### config.mk
export PLATFORM = sky130hd
export DESIGN_NAME = regfrm_master
export DESIGN_NICKNAME = d
export VERILOG_FILES = /design/src/rtl/regfrm_pkg.sv /design/src/rtl/regfrm_uart_tx.sv /design/src/rtl/regfrm_uart_rx.sv /design/src/rtl/regfrm_datapath.sv /design/src/rtl/regfrm_control.sv /design/src/rtl/regfrm_master.sv
export SDC_FILE = /design/constraint.sdc
export NUM_CORES = 1
export LEC_CHECK = 0
export BUFFER_PORTS_ARGS = -buffer_cell sky130_fd_sc_hd__clkbuf_2
export CAP_MARGIN = 20
export CORE_AREA = 2 2 143 145
export CTS_CLUSTER_DIAMETER = 150
export DETAILED_ROUTE_END_ITERATION = 10
export DIE_AREA = 0 0 145 147
export PLACE_DENSITY = 0.69
export SLEW_MARGIN = 20
export SYNTH_ARGS = -nofsm -noshare
export SYNTH_HDL_FRONTEND = slang
export SYNTH_SLANG_ARGS = --single-unit
### constraint.sdc
create_clock -name clk -period 5.4 [get_ports clk]
set_input_delay 1.08 -clock clk [delete_from_list [all_inputs] [get_ports clk]]
set_output_delay 1.08 -clock clk [all_outputs]
set_load 0.03 [all_outputs]
### src/rtl/regfrm_pkg.sv
package regfrm_pkg;

  typedef struct packed {
    logic load;
    logic sendByte;
    logic openWin;
    logic finish;
  } ctlStrobe_t;

  typedef enum logic [2:0] {
    ST_IDLE, ST_SEND, ST_WAITTX, ST_LISTEN, ST_FIN
  } ctlState_t;

  localparam logic [7:0] HEADER_BYTE = 8'hA5;

  function automatic logic [2:0] effLen(input logic [2:0] req);
    return (req == 3'd2 || req == 3'd3) ? req : 3'd4;
  endfunction

endpackage

### src/rtl/regfrm_uart_tx.sv
module regfrm_uart_tx #(
  parameter int CLKS_PER_BIT = 1302
) (
  input  logic       clk,
  input  logic       rstN,
  input  logic       startI,
  input  logic [7:0] byteI,
  output logic       busyO,
  output logic       txO
);
  localparam int CNT_W = $clog2(CLKS_PER_BIT + 1);

  logic [10:0]      shReg;
  logic [CNT_W-1:0] cnt;
  logic [3:0]       bitNum;

  always_ff @(posedge clk) begin
    if (!rstN) begin
      shReg  <= '1;
      cnt    <= '0;
      bitNum <= '0;
      busyO  <= 1'b0;
    end else if (startI && !busyO) begin
      shReg  <= {1'b1, ^byteI, byteI, 1'b0};
      cnt    <= '0;
      bitNum <= '0;
      busyO  <= 1'b1;
    end else if (busyO) begin
      if (cnt == CNT_W'(CLKS_PER_BIT - 1)) begin
        cnt <= '0;
        if (bitNum == 4'd10) begin
          busyO <= 1'b0;
        end else begin
          bitNum <= bitNum + 4'd1;
          shReg  <= {1'b1, shReg[10:1]};
        end
      end else begin
        cnt <= cnt + 1'b1;
      end
    end
  end

  assign txO = busyO ? shReg[0] : 1'b1;
endmodule

### src/rtl/regfrm_uart_rx.sv
module regfrm_uart_rx #(
  parameter int CLKS_PER_BIT = 1302
) (
  input  logic       clk,
  input  logic       rstN,
  input  logic       rxI,
  output logic       validO,
  output logic [7:0] byteO,
  output logic       badO
);
  localparam int CNT_W = $clog2(CLKS_PER_BIT + 1);
  localparam int HALF  = CLKS_PER_BIT / 2;

  logic [1:0]       syncReg;
  logic             line;
  logic             active;
  logic [CNT_W-1:0] cnt;
  logic [3:0]       bitNum;
  logic [7:0]       shReg;
  logic             parBit;

  assign line = syncReg[1];

  always_ff @(posedge clk) begin
    if (!rstN) begin
      syncReg <= 2'b11;
      active  <= 1'b0;
      cnt     <= '0;
      bitNum  <= '0;
      shReg   <= '0;
      parBit  <= 1'b0;
      validO  <= 1'b0;
      byteO   <= '0;
      badO    <= 1'b0;
    end else begin
      syncReg <= {syncReg[0], rxI};
      validO  <= 1'b0;
      if (!active) begin
        if (!line) begin
          active <= 1'b1;
          cnt    <= '0;
          bitNum <= '0;
        end
      end else if (bitNum == 4'd0) begin
        if (cnt == CNT_W'(HALF - 1)) begin
          cnt <= '0;
          if (line) active <= 1'b0;
          else      bitNum <= 4'd1;
        end else begin
          cnt <= cnt + 1'b1;
        end
      end else if (cnt == CNT_W'(CLKS_PER_BIT - 1)) begin
        cnt    <= '0;
        bitNum <= bitNum + 4'd1;
        if (bitNum <= 4'd8) begin
          shReg <= {line, shReg[7:1]};
        end else if (bitNum == 4'd9) begin
          parBit <= line;
        end else begin
          active <= 1'b0;
          validO <= 1'b1;
          byteO  <= shReg;
          badO   <= (parBit != ^shReg) || !line;
        end
      end else begin
        cnt <= cnt + 1'b1;
      end
    end
  end
endmodule

### src/rtl/regfrm_datapath.sv
module regfrm_datapath
  import regfrm_pkg::*;
#(
  parameter int CLKS_PER_BIT  = 1302,
  parameter int WINDOW_CYCLES = 150000
) (
  input  logic        clk,
  input  logic        rstN,
  input  ctlStrobe_t  ctl,
  input  logic        wrI,
  input  logic [6:0]  addrI,
  input  logic [15:0] wdataI,
  input  logic [2:0]  rdLenI,
  input  logic        rxI,
  output logic        txO,
  output logic        txBusyO,
  output logic        lastByteO,
  output logic        winDoneO,
  output logic        isWrO,
  output logic [31:0] rdataO,
  output logic        errO,
  output logic        timeoutO,
  output logic        overrunO,
  output logic        doneO
);
  localparam int WIN_W = $clog2(WINDOW_CYCLES + 1);

  logic [7:0]       addrByte, curByte, txSum, sumAcc, ckByte;
  logic [15:0]      wdata;
  logic [2:0]       rdLen, txIdx, txTotal, rxCnt;
  logic             twoData, winOpen, badSeen;
  logic [WIN_W-1:0] winCnt;
  logic [31:0]      dataAcc;
  logic             rxValid, rxBad;
  logic [7:0]       rxByte;

  assign twoData   = (wdata >= 16'h00FF);
  assign txTotal   = isWrO ? (twoData ? 3'd5 : 3'd4) : 3'd2;
  assign lastByteO = (txIdx == txTotal);
  assign winDoneO  = winOpen && (winCnt == '0);
  assign txSum     = HEADER_BYTE + addrByte + wdata[15:8] + wdata[7:0];

  always_comb begin
    unique case (txIdx)
      3'd0:    curByte = HEADER_BYTE;
      3'd1:    curByte = addrByte;
      3'd2:    curByte = twoData ? wdata[15:8] : wdata[7:0];
      3'd3:    curByte = twoData ? wdata[7:0] : ~txSum;
      default: curByte = ~txSum;
    endcase
  end

  regfrm_uart_tx #(.CLKS_PER_BIT(CLKS_PER_BIT)) txU (
    .clk(clk), .rstN(rstN), .startI(ctl.sendByte), .byteI(curByte),
    .busyO(txBusyO), .txO(txO));

  regfrm_uart_rx #(.CLKS_PER_BIT(CLKS_PER_BIT)) rxU (
    .clk(clk), .rstN(rstN), .rxI(rxI),
    .validO(rxValid), .byteO(rxByte), .badO(rxBad));

  always_ff @(posedge clk) begin
    if (!rstN) begin
      isWrO <= 1'b0; addrByte <= '0; wdata <= '0; rdLen <= 3'd4; txIdx <= '0;
      winOpen <= 1'b0; winCnt <= '0; rxCnt <= '0; dataAcc <= '0;
      sumAcc <= '0; ckByte <= '0; badSeen <= 1'b0;
      rdataO <= '0; errO <= 1'b0; timeoutO <= 1'b0; overrunO <= 1'b0; doneO <= 1'b0;
    end else begin
      doneO <= ctl.finish;
      if (ctl.load) begin
        isWrO    <= wrI;
        addrByte <= {wrI, addrI};
        wdata    <= wdataI;
        rdLen    <= effLen(rdLenI);
        txIdx    <= '0;
      end
      if (ctl.sendByte) txIdx <= txIdx + 3'd1;
      if (ctl.openWin) begin
        winOpen <= 1'b1;
        winCnt  <= WIN_W'(WINDOW_CYCLES - 1);
        rxCnt   <= '0;
        dataAcc <= '0;
        sumAcc  <= HEADER_BYTE + addrByte;
        ckByte  <= '0;
        badSeen <= 1'b0;
      end else if (winOpen) begin
        if (winCnt == '0) winOpen <= 1'b0;
        else              winCnt  <= winCnt - 1'b1;
        if (rxValid) begin
          if (rxCnt != 3'd7) rxCnt <= rxCnt + 3'd1;
          if (rxBad) badSeen <= 1'b1;
          if (rxCnt < rdLen) begin
            dataAcc <= {dataAcc[23:0], rxByte};
            sumAcc  <= sumAcc + rxByte;
          end else if (rxCnt == rdLen) begin
            ckByte <= rxByte;
          end
        end
      end
      if (ctl.finish) begin
        if (isWrO || rxCnt == '0) begin
          rdataO   <= '0;
          errO     <= 1'b0;
          timeoutO <= !isWrO;
          overrunO <= 1'b0;
        end else begin
          rdataO   <= dataAcc;
          timeoutO <= 1'b0;
          overrunO <= ({1'b0, rxCnt} > ({1'b0, rdLen} + 4'd1));
          errO     <= badSeen || (rxCnt <= rdLen) || (ckByte != ~sumAcc);
        end
      end
    end
  end
endmodule

### src/rtl/regfrm_control.sv
module regfrm_control
  import regfrm_pkg::*;
(
  input  logic       clk,
  input  logic       rstN,
  input  logic       startI,
  input  logic       txBusyI,
  input  logic       lastByteI,
  input  logic       isWrI,
  input  logic       winDoneI,
  output ctlStrobe_t ctl,
  output logic       busyO
);
  ctlState_t state, nextState;

  always_comb begin
    nextState = state;
    ctl       = '0;
    unique case (state)
      ST_IDLE: if (startI) begin
        ctl.load  = 1'b1;
        nextState = ST_SEND;
      end
      ST_SEND: begin
        ctl.sendByte = 1'b1;
        nextState    = ST_WAITTX;
      end
      ST_WAITTX: if (!txBusyI) begin
        if (!lastByteI) begin
          nextState = ST_SEND;
        end else if (isWrI) begin
          nextState = ST_FIN;
        end else begin
          ctl.openWin = 1'b1;
          nextState   = ST_LISTEN;
        end
      end
      ST_LISTEN: if (winDoneI) nextState = ST_FIN;
      ST_FIN: begin
        ctl.finish = 1'b1;
        nextState  = ST_IDLE;
      end
      default: nextState = ST_IDLE;
    endcase
  end

  always_ff @(posedge clk) begin
    if (!rstN) state <= ST_IDLE;
    else       state <= nextState;
  end

  assign busyO = (state != ST_IDLE);
endmodule

### src/rtl/regfrm_master.sv
module regfrm_master
  import regfrm_pkg::*;
#(
  parameter int CLKS_PER_BIT  = 1302,
  parameter int WINDOW_CYCLES = 150000
) (
  input  logic        clk,
  input  logic        rstN,
  input  logic        startI,
  input  logic        wrI,
  input  logic [6:0]  addrI,
  input  logic [15:0] wdataI,
  input  logic [2:0]  rdLenI,
  input  logic        rxI,
  output logic        txO,
  output logic        busyO,
  output logic        doneO,
  output logic [31:0] rdataO,
  output logic        errO,
  output logic        timeoutO,
  output logic        overrunO
);
  ctlStrobe_t ctl;
  logic txBusy, lastByte, winDone, isWr;

  regfrm_control ctrlU (
    .clk(clk), .rstN(rstN), .startI(startI), .txBusyI(txBusy),
    .lastByteI(lastByte), .isWrI(isWr), .winDoneI(winDone),
    .ctl(ctl), .busyO(busyO));

  regfrm_datapath #(
    .CLKS_PER_BIT(CLKS_PER_BIT), .WINDOW_CYCLES(WINDOW_CYCLES)
  ) dpU (
    .clk(clk), .rstN(rstN), .ctl(ctl), .wrI(wrI), .addrI(addrI),
    .wdataI(wdataI), .rdLenI(rdLenI), .rxI(rxI), .txO(txO),
    .txBusyO(txBusy), .lastByteO(lastByte), .winDoneO(winDone),
    .isWrO(isWr), .rdataO(rdataO), .errO(errO), .timeoutO(timeoutO),
    .overrunO(overrunO), .doneO(doneO));
endmodule

After elaboration in Yosys (flattened, before gate mapping)
Index checks and enable logic that the tools add are counted.
Storage, ports and cells
  output and inout port bits: 38
  flip-flop bits (word level): 204
  ROM bits: 0
  word-level logic and storage cells: 194
  memories kept: 0
  bits in writable memories: 0
  input bits: 31
  bits in latches: 0
Operators by class
  reductions and logical operators: 41
  bitwise logic cells: 11
  mux-type cells: 65
  multipliers: 0
  equal/unequal tests: 28
  add/sub/neg operators: 12
  shift-type cells: 0
  $lt $le $gt $ge: 5
  divide/modulo/power cells: 0
Operators with widths (count)
  11-bit 2-to-1 mux: 6
  18-bit 2-to-1 mux: 3
  8-bit 2-to-1 mux: 6
  10-bit 2-to-1 mux: 4
  32-bit 2-to-1 mux: 1
  8-bit one-hot mux with 4 select lines: 1
  1-bit 2-to-1 mux: 28
  3-bit 2-to-1 mux: 9
  8-bit adder: 3
  4-bit 2-to-1 mux: 6
  11-bit by 1-bit adder with 11-bit output (second input constant): 2
  11-bit == test (second input constant): 2
  3-bit AND reduction: 7
  3-bit by 2-bit == test with 1-bit output (second input constant): 6
  18-bit logical NOT: 1
  18-bit by 1-bit subtractor with 18-bit output (second input constant): 1
  16-bit by 8-bit >= comparator with 1-bit output (second input constant): 1
  8-bit NOT: 2
  8-bit XOR reduction: 2
  3-bit one-hot mux with 4 select lines: 1
  4-bit AND reduction: 3
  2-bit nonzero test: 6
  11-bit by 10-bit == test with 1-bit output (second input constant): 1
  5-bit AND reduction: 2
  other kinds (29): 58

Logic depth before layout (Yosys ltp)
  word-level depth: 9
  mapped depth: 15
  depth with buffers taken out: 15

Hierarchy
Synthesis repeated with hierarchy kept, for this count alone.
Unflattened totals
  cell total of the unflattened synthesis: 1201
  area total of the unflattened synthesis: 10322.4 µm²
Modules (own cells, without submodules)
  regfrm_datapath: times used 1, sequential area each 2742.6 µm², cells an instance 785, area an instance 6726.5 µm²
  regfrm_uart_rx: times used 1, sequential area each 740.7 µm², cells an instance 243, area an instance 2118.3 µm²
  regfrm_uart_tx: times used 1, sequential area each 520.5 µm², cells an instance 144, area an instance 1256.2 µm²
  regfrm_control: times used 1, sequential area each 60.1 µm², cells an instance 29, area an instance 221.5 µm²

Worst setup path before layout
No wires, ideal clock.
  path type: flip-flop to flip-flop
  from: register dpU.addrByte[0]
  to: register dpU.txU.shReg[9]
  setup time: 0.134 ns
  data required time: 5.266 ns
  path buffers: 0
  data arrival time: 3.389 ns
  cell stages (with the launch flop): 16
  clock period less this slack: 3.523 ns
  slack: 1.877 ns
  cell sequence: dfxtp_1 > ha_1 > inv_1 > fa_1 > inv_1 > ha_1 > fa_1 > a21o_1 > a21oi_1 > o21bai_1 > a21oi_1 > xnor3_2 > a22oi_2 > xnor3_1 > xnor2_1 > o211ai_2
On the way
  longest elaborated chain between the ends: 8
Ends and longest elaborated chain
  start: declaration: line regfrm_datapath.sv:28  | logic [7:0] addrByte, curByte, txSum, sumAcc, ckByte;
  start signal: assignment: line regfrm_datapath.sv:71  | addrByte <= {wrI, addrI};
  8-bit adder (3 in series): line regfrm_datapath.sv:41  | assign txSum = HEADER_BYTE + addrByte + wdata[15:8] + wdata[7:0];
  8-bit NOT: line regfrm_datapath.sv:48, regfrm_datapath.sv:49
  8-bit 2-to-1 mux: line regfrm_datapath.sv:48  | 3'd3: curByte = twoData ? wdata[7:0] : ~txSum;
  8-bit one-hot mux with 4 select lines *: line regfrm_datapath.sv:44  | unique case (txIdx)
  8-bit XOR reduction *: line regfrm_uart_tx.sv:24  | shReg <= {1'b1, ^byteI, byteI, 1'b0};
  10-bit 2-to-1 mux *: line regfrm_uart_tx.sv:23  | end else if (startI && !busyO) begin
  end signal: assignment: line regfrm_uart_tx.sv:24
  end signal: assignment: line regfrm_uart_tx.sv:35  | shReg <= {1'b1, shReg[10:1]};
  end: declaration: line regfrm_uart_tx.sv:13  | logic [10:0] shReg;
Mark *: on every way between the ends. The rest lies on a longest branch, timed or not.
A chain may end at the register's enable or synchronous reset.

Worst setup path in the final report
Same ends and word-level chain as after synthesis.

==> impl_metrics.csv <==
group,metric,value,unit
power_and_ir_drop,powerDensity,346,mW/mm²
finish,layout_commonest_cell,"dfxtp_1",
placed_design,place_congestion,0.919,
synthesis,synth-edff-count,0,
synthesis,synth_compound_area_share,16.0,%
route,dr.pass1.iters,7,
clock_network,cts_made_buffers,23,
sta,clock_skew,0.0116,ns
synthesis,synthCells,1149,
critical_path,crit_chain,"ha_1 -> inv_1 -> fa_1 -> inv_1 -> ha_1 -> fa_1 -> a21o_1 -> a21oi_1 -> o21bai_1 -> a21oi_1 -> xnor3_2 -> a22oi_2 -> xnor3_1 -> xnor2_1 -> o211ai_2",
placed_design,dp_cells,1438,
placed_design,place_ws,1.59,ns
clock_network,cts_max_level,1,
sta,slew_violations,0,
synthesis,synth_simple_gate_area_share,20.3,%
synthesis,ys.flop_type,"dfxtp_1",
critical_path,critPathMaxFanout,6,
finish,nNetsFinal,1273,
floorplanning,die_area,0.0213,mm²
sta,finalHoldViolCount,0,
route,wl,21500,µm
grt,grt_max_degree,76,
route,avgViaCountPerCell,5.32,
synthesis,synth_top_family_by_area,"simple AND/OR/NAND/NOR gates",
critical_path,startpoint_type,"flip-flop",
critical_path,worstSetupPathType,"flip-flop to flip-flop",
clock_network,clock_sinks,203,
power_and_ir_drop,leakagePower,4.37,nW
synthesis,async_flop_share,0,%
sta,max_freq,261,MHz
sta,tightestPinTransition,1.07,ns
placed_design,place_area,0.0102,mm²
clock_network,postCtsResizedCells,0,
route,drcViolationCount,0,
route,vias,7858,
floorplanning,start_util,49.0,%
floorplanning,die_h,147,µm
route,wl_per_cell,14.6,µm
floorplanning,io_pins,69,
floorplanning,rows,52,
clock_network,tritoncts,"done",
critical_path,cpPeakStageDelay,0.47,ns
floorplanning,core,0.0198,mm²
clock_network,cts.root.buffer_cell,"clkbuf_16",
synthesis,ys_ff_latch,203,
floorplanning,die_w,145,µm
clock_network,post_cts_buffers,0,
synthesis,muxShareOfSynthArea,3.59,%
clock_network,clk_pin_slew,0.06,ns
synthesis,syn_area,0.00972,mm²
finish,fin_cells,1478,
synthesis,yosysSeqAreaShare,41.8,%
synthesis,ys_warn_count,0,
grt,grt_pass1_wl,36100,µm
synthesis,syn_avg_cell_area,8.46,µm²
placed_design,hpwl,14900,µm
sta,setup_viol,0,
sta,setup_tns,0,ns
min_path,hold_path_class,"flip-flop to flip-flop",
finish,syn2layout_area_growth,13.2,%
power_and_ir_drop,vdd_drop_max,0.245,mV
job,maxCapViolCount,0,
grt,grtUsageTotal,19.9,%
grt,antenna_found_initial,0,
clock_network,holdBufCountCts,0,
sta,finalWorstSetupSlack,1.57,ns
synthesis,synth_nets,1229,
grt,overflow,0,
sta,slew_headroom,28.3,%
critical_path,slowest_stage,"fa_1",
clock_network,clk_latency,0.50,ns
route,drt_iter0_markers,521,
critical_path,arrival,4.19,ns
critical_path,crit_path_end_kind,"flip-flop",
clock_network,cts_buffer_depth,3,
route,antenna_left,0,
synthesis,ys_types,72,
status,status,"completed",
sta,rsz0062_at_grt,"no",
finish,n_antenna_cell,0,
finish,final_area,0.0110,mm²
finish,drive_gt1_share,11.8,%
synthesis,synth_fa_ha_area_share,7.00,%
sta,period_share,70.9,%
synthesis,synth_xor_area_share,6.62,%
critical_path,required,5.76,ns
finish,fin_util,55.4,%
finish,final_cell_mix,"203 x dfxtp_1, 168 x nand2_1, 129 x nor2_1",
sta,period_minus_slack,3.83,ns
placed_design,io_buffers,68,
grt,grt_pass1_vias,7288,
## layer usage
| metal | part of all wire [%] | vias to the layer above | global-route usage (%) |
|---|---|---|---|
| met1 | 48 | 3660 | 27.5 |
| li1 | - | 4017 | - |
| met5 | 0 | - | 0 |
| met2 | 46 | 148 | 32.6 |
| met3 | 4.3 | 33 | 3.29 |
| met4 | 1.9 | 0 | 5.00 |
## area by class of cell
class,instances,area [µm²]
Multi-Input combinational cell,830,5210
Timing Repair Buffer,78,415
Clock buffer,26,617
Clock inverter,14,140
Fill cell,1802,8840
Inverter,57,215
Sequential cell,203,4060
Tap cell,270,338
## through the flow
stage               hold slack, ns  power [mW]
floorplan                    0.386        2.15
finish                       0.410        3.81
global route                 0.428        3.98
detailed placement           0.399        2.29
global placement             0.394        2.27
CTS                          0.413        3.84
## cell usage after synthesis (all sizes together), types with 10 or more instances
library cell / instances / area, µm²
xnor2: 43 / 395
a22oi: 35 / 268
and3: 13 / 81.3
nor2: 130 / 488
inv: 57 / 214
a211oi: 16 / 120
ha: 40 / 500
nand3: 20 / 100
xor2: 23 / 201
clkbuf: 53 / 203
mux2i: 30 / 300
nor3: 13 / 65.1
a21oi: 111 / 556
nand2b: 10 / 65.1
nor2b: 18 / 113
dfxtp: 203 / 4060
nand2: 168 / 631
o21ai: 39 / 195
## path summary, 6_finish.rpt
check | start | end | slack [ns] | depth (start not counted)
max | dpU.addrByte[0] | dpU.txU.shReg[9] | 1.57 | 15
min | dpU.rxU.syncReg[0] | dpU.rxU.syncReg[1] | 0.41 | 1
max reg2reg | dpU.addrByte[0] | dpU.txU.shReg[9] | 1.57 | 15
min reg2reg | dpU.rxU.syncReg[0] | dpU.rxU.syncReg[1] | 0.41 | 1
## power breakdown
group / switching [mW] / internal [mW] / total, mW
combinational: 0.369 / 0.267 / 0.636
sequential: 0.0723 / 1.55 / 1.62
clock: 0.628 / 0.919 / 1.55
total: 1.07 / 2.74 / 3.81
## critical path, delay by kind of cell, from the launching register on
| family | cells | cell delay [ns] |
|---|---|---|
| buffers and inverters | 2 | 0.09 |
| adder cells (fa/ha/maj) | 4 | 1.41 |
| XOR/XNOR | 3 | 0.82 |
| flip-flops | 1 | 0.37 |
| AO/OA/AOI/OAI | 6 | 0.97 |
## flip-flops by register name, indices dropped and copies added, names as in the netlist, 10 cells and up
signal	cells
dpU.dataAcc	32
dpU.rdataO	32
dpU.rxU.cnt	11
dpU.txU.cnt	11
dpU.txU.shReg	10
dpU.wdata	16
dpU.winCnt	18
## cell families after synthesis
kind of cell,Yosys count
AND/OR/NAND/NOR,428
buffers and inverters,116
adder cells (fa/ha/maj),49
XOR/XNOR,68
flip-flops,203
multiplexers,34
AO/OA/AOI/OAI,251
(Power assumes the default switching activity.)
